`config.mk`:
```
export PLATFORM = sky130hd
export DESIGN_NAME = supply_reset_seq
export DESIGN_NICKNAME = d
export VERILOG_FILES = /design/src/rtl/srs_pkg.sv /design/src/rtl/srs_sync.sv /design/src/rtl/srs_hold_timer.sv /design/src/rtl/srs_fsm.sv /design/src/rtl/srs_drive.sv /design/src/rtl/supply_reset_seq.sv
export SDC_FILE = /design/constraint.sdc
export NUM_CORES = 1
export LEC_CHECK = 0
export BUFFER_PORTS_ARGS = -buffer_cell sky130_fd_sc_hd__buf_2
export CORE_MARGIN = 2
export CORE_UTILIZATION = 45
export DETAILED_ROUTE_END_ITERATION = 6
export GPL_ROUTABILITY_DRIVEN = 0
export PLACE_DENSITY_LB_ADDON = 0.3
export SETUP_SLACK_MARGIN = 0.3
export SKIP_CTS_REPAIR_TIMING = 1
export SLEW_MARGIN = 20
export SYNTH_ARGS = -nofsm -noshare
export SYNTH_HDL_FRONTEND = slang
export SYNTH_SLANG_ARGS = --single-unit
```
`constraint.sdc`:
```
create_clock -name clk -period 3.1 [get_ports clk]
set_input_delay 0.62 -clock clk [delete_from_list [all_inputs] [get_ports clk]]
set_output_delay 0.62 -clock clk [all_outputs]
set_load 0.005 [all_outputs]
```
`src/rtl/srs_pkg.sv`:
```
`timescale 1ns/1ps
package srs_pkg;

    typedef enum logic [1:0] {
        ST_SUPPLY_LOW = 2'd0,
        ST_HOLD       = 2'd1,
        ST_RUN        = 2'd2
    } seq_state_t;

    function automatic int unsigned cnt_width(input int unsigned n);
        return (n > 1) ? $clog2(n) : 1;
    endfunction

endpackage

```
`src/rtl/srs_sync.sv`:
```
`timescale 1ns/1ps
module srs_sync #(
    parameter int unsigned STAGES    = 2,
    parameter bit          RESET_VAL = 1'b1
) (
    input  logic clk,
    input  logic arst_n,
    input  logic d,
    output logic q
);
    logic [STAGES-1:0] chain;

    for (genvar i = 0; i < STAGES; i++) begin : g_stage
        if (i == 0) begin : g_first
            always_ff @(posedge clk or negedge arst_n) begin
                if (!arst_n) chain[i] <= RESET_VAL;
                else         chain[i] <= d;
            end
        end else begin : g_next
            always_ff @(posedge clk or negedge arst_n) begin
                if (!arst_n) chain[i] <= RESET_VAL;
                else         chain[i] <= chain[i-1];
            end
        end
    end

    assign q = chain[STAGES-1];
endmodule

```
`src/rtl/srs_hold_timer.sv`:
```
`timescale 1ns/1ps
module srs_hold_timer
    import srs_pkg::*;
#(
    parameter int unsigned HOLD_CYCLES = 10_000_000
) (
    input  logic clk,
    input  logic arst_n,
    input  logic clr,
    input  logic en,
    output logic done
);
    localparam int unsigned CW     = cnt_width(HOLD_CYCLES);
    localparam int unsigned LAST_I = HOLD_CYCLES - 1;
    localparam logic [CW-1:0] LAST = LAST_I[CW-1:0];

    logic [CW-1:0] cnt;

    always_ff @(posedge clk or negedge arst_n) begin
        if (!arst_n) begin
            cnt <= '0;
        end else if (clr) begin
            cnt <= '0;
        end else if (en && (cnt != LAST)) begin
            cnt <= cnt + 1'b1;
        end
    end

    assign done = en && !clr && (cnt == LAST);
endmodule

```
`src/rtl/srs_fsm.sv`:
```
`timescale 1ns/1ps
module srs_fsm
    import srs_pkg::*;
(
    input  logic clk,
    input  logic arst_n,
    input  logic low_s,
    input  logic wdt,
    input  logic hold_done,
    output logic hold_en,
    output logic hold_clr,
    output logic rst_req
);
    seq_state_t state, state_nx;

    // state register
    always_ff @(posedge clk or negedge arst_n) begin
        if (!arst_n) state <= ST_SUPPLY_LOW;
        else         state <= state_nx;
    end

    // transitions
    always_comb begin
        state_nx = state;
        unique case (state)
            ST_SUPPLY_LOW: begin
                if (!low_s) state_nx = ST_HOLD;            // T_GOOD
            end
            ST_HOLD: begin
                if (low_s)          state_nx = ST_SUPPLY_LOW; // T_DIP
                else if (wdt)       state_nx = ST_HOLD;       // T_REHOLD
                else if (hold_done) state_nx = ST_RUN;        // T_EXPIRE
            end
            ST_RUN: begin
                if (low_s)    state_nx = ST_SUPPLY_LOW;    // T_DIP
                else if (wdt) state_nx = ST_HOLD;          // T_WDOG
            end
            default: state_nx = ST_SUPPLY_LOW;
        endcase
    end

    // outputs
    always_comb begin
        hold_en  = (state == ST_HOLD);
        hold_clr = (state != ST_HOLD) || wdt;
        rst_req  = (state_nx != ST_RUN);
    end
endmodule

```
`src/rtl/srs_drive.sv`:
```
`timescale 1ns/1ps
module srs_drive #(
    parameter bit ACTIVE_LOW = 1'b1
) (
    input  logic clk,
    input  logic arst_n,
    input  logic req,
    output logic pin
);
    localparam logic ON_LVL  = ACTIVE_LOW ? 1'b0 : 1'b1;
    localparam logic OFF_LVL = ~ON_LVL;

    always_ff @(posedge clk or negedge arst_n) begin
        if (!arst_n) pin <= ON_LVL;
        else         pin <= req ? ON_LVL : OFF_LVL;
    end
endmodule

```
`src/rtl/supply_reset_seq.sv`:
```
`timescale 1ns/1ps
module supply_reset_seq #(
    parameter int unsigned HOLD_CYCLES = 10_000_000,
    parameter int unsigned SYNC_STAGES = 2,
    parameter bit          ACTIVE_LOW  = 1'b1
) (
    input  logic clk,
    input  logic pwr_up_n,
    input  logic supply_low,
    input  logic wdt_timeout,
    output logic rst_out
);
    logic low_sync;
    logic hold_en;
    logic hold_clr;
    logic hold_done;
    logic rst_req;

    // the supply is treated as low until proven good
    srs_sync #(.STAGES(SYNC_STAGES), .RESET_VAL(1'b1)) u_sync (
        .clk    (clk),
        .arst_n (pwr_up_n),
        .d      (supply_low),
        .q      (low_sync)
    );

    srs_hold_timer #(.HOLD_CYCLES(HOLD_CYCLES)) u_timer (
        .clk    (clk),
        .arst_n (pwr_up_n),
        .clr    (hold_clr),
        .en     (hold_en),
        .done   (hold_done)
    );

    srs_fsm u_fsm (
        .clk       (clk),
        .arst_n    (pwr_up_n),
        .low_s     (low_sync),
        .wdt       (wdt_timeout),
        .hold_done (hold_done),
        .hold_en   (hold_en),
        .hold_clr  (hold_clr),
        .rst_req   (rst_req)
    );

    srs_drive #(.ACTIVE_LOW(ACTIVE_LOW)) u_drive (
        .clk    (clk),
        .arst_n (pwr_up_n),
        .req    (rst_req),
        .pin    (rst_out)
    );
endmodule

```
### After elaboration in Yosys (flattened, before gate mapping)

Index checks and enable logic that the tools add are counted.

| word-level totals | value |
|---|---|
| register bits | 29 |
| word-level logic and storage cells | 29 |
| output and inout port bits | 1 |
| input port bits | 4 |

| operators by class | value |
|---|---|
| multiplexer cells | 10 |
| eq/ne operators | 6 |
| $add $sub $neg | 1 |
| reductions and logical operators | 7 |

Operator list:

| cell | count |
|---|---|
| 2-to-1 mux 24 bit | 2 |
| adder 24 x 1 -> 24 bit, second input constant | 1 |
| equality test 24 bit, second input constant | 1 |
| inequality test 24 bit, second input constant | 1 |
| 2-to-1 mux 2 bit | 6 |
| one-hot mux 2 bit (3 select lines) | 1 |
| logical AND 1 bit | 3 |
| equality test 2 x 1 -> 1 bit, second input constant | 1 |
| equality test 2 bit, second input constant | 1 |
| zero test 2 bit | 1 |
| inequality test 2 x 1 -> 1 bit, second input constant | 1 |
| inequality test 2 bit, second input constant | 1 |
| nonzero test 2 bit | 1 |
| zero test 1 bit | 1 |
| logical OR 1 bit | 1 |
| 2-to-1 mux 1 bit | 1 |

### Longest topological paths before layout

| depth | value |
|---|---|
| depth in word-level cells | 11 |
| mapped depth | 7 |
| mapped depth without buffers | 5 |

### Modules after synthesis

A second synthesis with hierarchy kept.

| second synthesis, totals | value |
|---|---|
| cell total of the unflattened synthesis | 163 |
| area total of the unflattened synthesis | 1,596.5 µm² |

Modules (own cells, without submodules):

| module | cells each | times used | seq. area each (µm²) | area an instance (µm²) |
|---|---|---|---|---|
| srs_hold_timer | 148 | 1 | 600.6 | 1,390.1 |
| srs_fsm | 11 | 1 | 50.0 | 125.1 |
| srs_sync | 2 | 1 | 52.6 | 52.6 |
| srs_drive | 2 | 1 | 25.0 | 28.8 |

### Worst setup path before layout

Ideal clock, no wire load.

| path | value |
|---|---|
| path kind | register -> register |
| from | register u_timer.cnt[8] |
| to | register u_fsm.state[0] |
| setup slack | 1.202 ns |
| setup time | 0.126 ns |
| cell stages (with the launch flop) | 5 |
| path buffers | 0 |
| period minus slack after synthesis | 1.898 ns |
| required time | 2.974 ns |
| data arrival time | 1.772 ns |
| cell sequence | dfrtp_1 > or4_4 > nor4_4 > nand2_2 > o311a_1 |

| on the way | value |
|---|---|
| longest elaborated chain between the ends | 6 |

Ends and longest elaborated chain:

| item | line | text |
|---|---|---|
| from (decl) | srs_hold_timer.sv:17 | `logic [CW-1:0] cnt;` |
| from (signal assigned) | srs_hold_timer.sv:25 | `cnt <= cnt + 1'b1;` |
| equality test 24 bit | srs_hold_timer.sv:29 | `assign done = en && !clr && (cnt == LAST);` |
| logical AND 1 bit | srs_hold_timer.sv:29 |  |
| 2-to-1 mux 2 bit | srs_fsm.sv:32 | `else if (hold_done) state_nx = ST_RUN;` |
| 2-to-1 mux 2 bit | srs_fsm.sv:31 | `else if (wdt) state_nx = ST_HOLD;` |
| 2-to-1 mux 2 bit | srs_fsm.sv:30 | `if (low_s) state_nx = ST_SUPPLY_LOW;` |
| one-hot mux 2 bit (3 select lines) | srs_fsm.sv:25 | `unique case (state)` |
| via u_fsm.state_nx[0] | srs_fsm.sv:14 | `seq_state_t state, state_nx;` |
| to (signal assigned) | srs_fsm.sv:19 | `else state <= state_nx;` |
| to (decl) | srs_fsm.sv:14 |  |

The timed path passes the listed nets, and every way through them passes these cells.
A chain may end at the register's enable or synchronous reset.

### Worst setup path in the final report

Same ends and word-level chain as after synthesis.

==> flow_summary.ini <==
[logic_synthesis]
netlist_area_mm2 = 0.00152
synth_area_per_cell_um2 = 9.85
synth-xor-area-share_pct = 2.89
ys_seq_area_share_pct = 48.0
ys_top_cells_by_area = dfrtp_1, a21oi_1, dfstp_2, o31ai_1, or4_1
ys_types = 40
synthSimpleGateAreaFrac_pct = 28.0
synth-edff-count = 0
synth-adder-area-share_pct = 0.825
synth_seq_cells = 29
async_reset_ff_share_pct = 100
yosysTopAreaCell = dfrtp_1
synth-main-ff-cell = dfrtp_1
ys_warn_count = 0
synth.top_cell.area_share_pct = 44.6
syn-num-nets = 159
synth_compound_area_share_pct = 16.0
synth_top_family_by_area = simple AND/OR/NAND/NOR gates
synth_cells = 154
synthMuxAreaShare_pct = 1.32

[floorplan]
rows = 21
die_w_um = 62.1
io_pins = 5
fp.dieH_um = 62.1
start_util_pct = 46.2
dieArea_mm2 = 0.00385
core_area_mm2 = 0.00328

[detailed_routing]
drt_iter0_drc = 108
via_count = 1223
wl_per_cell_um = 15.2
via_per_inst = 5.97
routed_wl_um = 3110
dr.pass1.iters = 4
remaining_drc_errors = 0
drt.antenna.violating_nets = 0

[finish]
layout.nets = 163
layout-drive-gt1-share_pct = 14.5
final_cell_mix = dfrtp_1, a21oi_1, nand2_1
final_common_cell = dfrtp_1
diodes = 0
area_growth_syn_to_layout_pct = 8.75
instances_no_fill = 205

[sta]
slew_headroom_pct = 53.5
setup_tns_ns = 0
report.final.setup_viol = 0
finalCritPeriodShare_pct = 66.9
layout_min_cycle_time_ns = 2.07
clock.fmax_mhz = 482
drv_slew = 0
rsz0062_at_grt = false
tightestPinTransition_ns = 0.697
worst_slack_ns = 1.03
finalHoldViolCount = 0
skew_ns = 0.00852

[power_and_ir_drop]
p_total_w = 0.000731
powerDensity_mw_per_mm2 = 443
vdd_drop_max_mv = 0.225
p_leak_nw = 0.652

[cts]
clk_pin_slew_ns = 0.09
clkLatencyLatePin_ns = 0.33
cts_made_buffers = 5
htree_levels = 2
cts.sinks = 29
cts-root-buf = clkbuf_4
cts_buffer_depth = 2
cts_tree = built

[grt]
use_met3_pct = 5.18
grt_pass1_vias = 1206
antenna_found_initial = 0
busiest_layer = met2
grt_max_degree = 30
grt.overflow.total = 0
met1_usage_pct = 24.3
gr-usage-met2_pct = 31.3
grt_pass1_wl_um = 5380
track_usage_pct = 19.7

[setup_path]
crit_chain = or4_4, nor4_4, nand2_2, o311a_1
worst_path_largest_cell_delay_ns = 0.56
crit_slowest_cell = or4_4
rrSetupSlack_ns = 1.03
crit_buf_inv = 0
path_delay_family = simple AND/OR/NAND/NOR gates
startpoint_type = register
arrival_ns = 2.29
setup.worst_path.class = reg2reg
setup.worst_path.end_class = register
crit_fanout = 9
required_ns = 3.32

[place]
port_buffers = 4
detailed_place_hpwl_um = 2150
dp.cells = 197
post-place-ws_ns = 1.04

[worst_hold_path]
hp-class = in2async

[run_status]
status = finished, final reports clean

[run]
maxCapViolations = 0
[logic make-up (layout without fill, tap and decap cells)]
kind of cell / count (synthesis) / in the layout
multiplexers: 2 / 2
AO/OA/AOI/OAI: 40 / 40
flip-flops: 29 / 29
XOR/XNOR: 5 / 5
adder cells (fa/ha/maj): 1 / 1
buffers and inverters: 11 / 16
AND/OR/NAND/NOR: 66 / 66
[per-stage QoR]
stage               hold slack, ns  utilization (%)  cell area, um2
CTS                          0.308             50.2            1650
global placement             0.348             47.6            1560
finish                       0.292             50.2            1650
floorplan                    0.324                -            1520
detailed placement           0.349             47.6            1560
global route                 0.333             50.2            1650
[sequential cells by signal (all words and copies together) (netlist names)]
| signal | flops |
|---|---|
| u_sync.chain | 1 |
| u_sync.q | 1 |
| u_drive.pin | 1 |
| u_fsm.state | 2 |
| u_timer.cnt | 24 |
[worst paths after layout]
| check | to | depth (start not counted) | startpoint |
|---|---|---|---|
| min in group clk | u_sync.q | 0 | u_sync.chain[0] |
| max reg2reg | u_fsm.state[0] | 4 | u_timer.cnt[8] |
| min | u_timer.cnt[12] | 1 | pwr_up_n |
| max | u_fsm.state[0] | 4 | u_timer.cnt[8] |
| min reg2reg | u_sync.q | 0 | u_sync.chain[0] |
| max in group asynchronous | u_fsm.state[0] | 1 | pwr_up_n |
[cell type report]
cell class | instances | area (um2)
Fill cell | 308 | 1640
Multi-Input combinational cell | 114 | 743
Sequential cell | 29 | 728
Tap cell | 46 | 57.6
Clock buffer | 7 | 55.1
Clock inverter | 1 | 30.0
Timing Repair Buffer | 4 | 20.0
Inverter | 4 | 15.0
[synthesized netlist by cell type, types with 2 or more instances]
master / number
nand3_1: 9
nand4_1: 8
nor2_1: 5
a211oi_1: 3
o31ai_1: 7
a31oi_1: 3
o21ai_0: 7
nand2_1: 11
dfstp_2: 2
or4_1: 7
mux2i_1: 2
inv_1: 4
or3_1: 4
dfrtp_1: 27
and3_1: 3
nor3_1: 2
buf_2: 3
clkbuf_1: 4
and4_1: 3
xor2_1: 4
a21oi_1: 17
[power breakdown]
part	internal, W	switching (W)	leakage, nW
Combinational	0.00000567	0.0000158	0.212
Sequential	0.000382	0.00000314	0.395
Clock	0.000192	0.000132	0.0455
[routing by layer]
| metal | vias up | wire length [um] |
|---|---|---|
| li1 | 593 | - |
| met1 | 607 | 1430 |
| met2 | 15 | 1510 |
| met3 | 8 | 100 |
| met4 | 0 | 70 |
| met5 | - | 0 |
No activity file was read; power rests on OpenSTA's default activity.
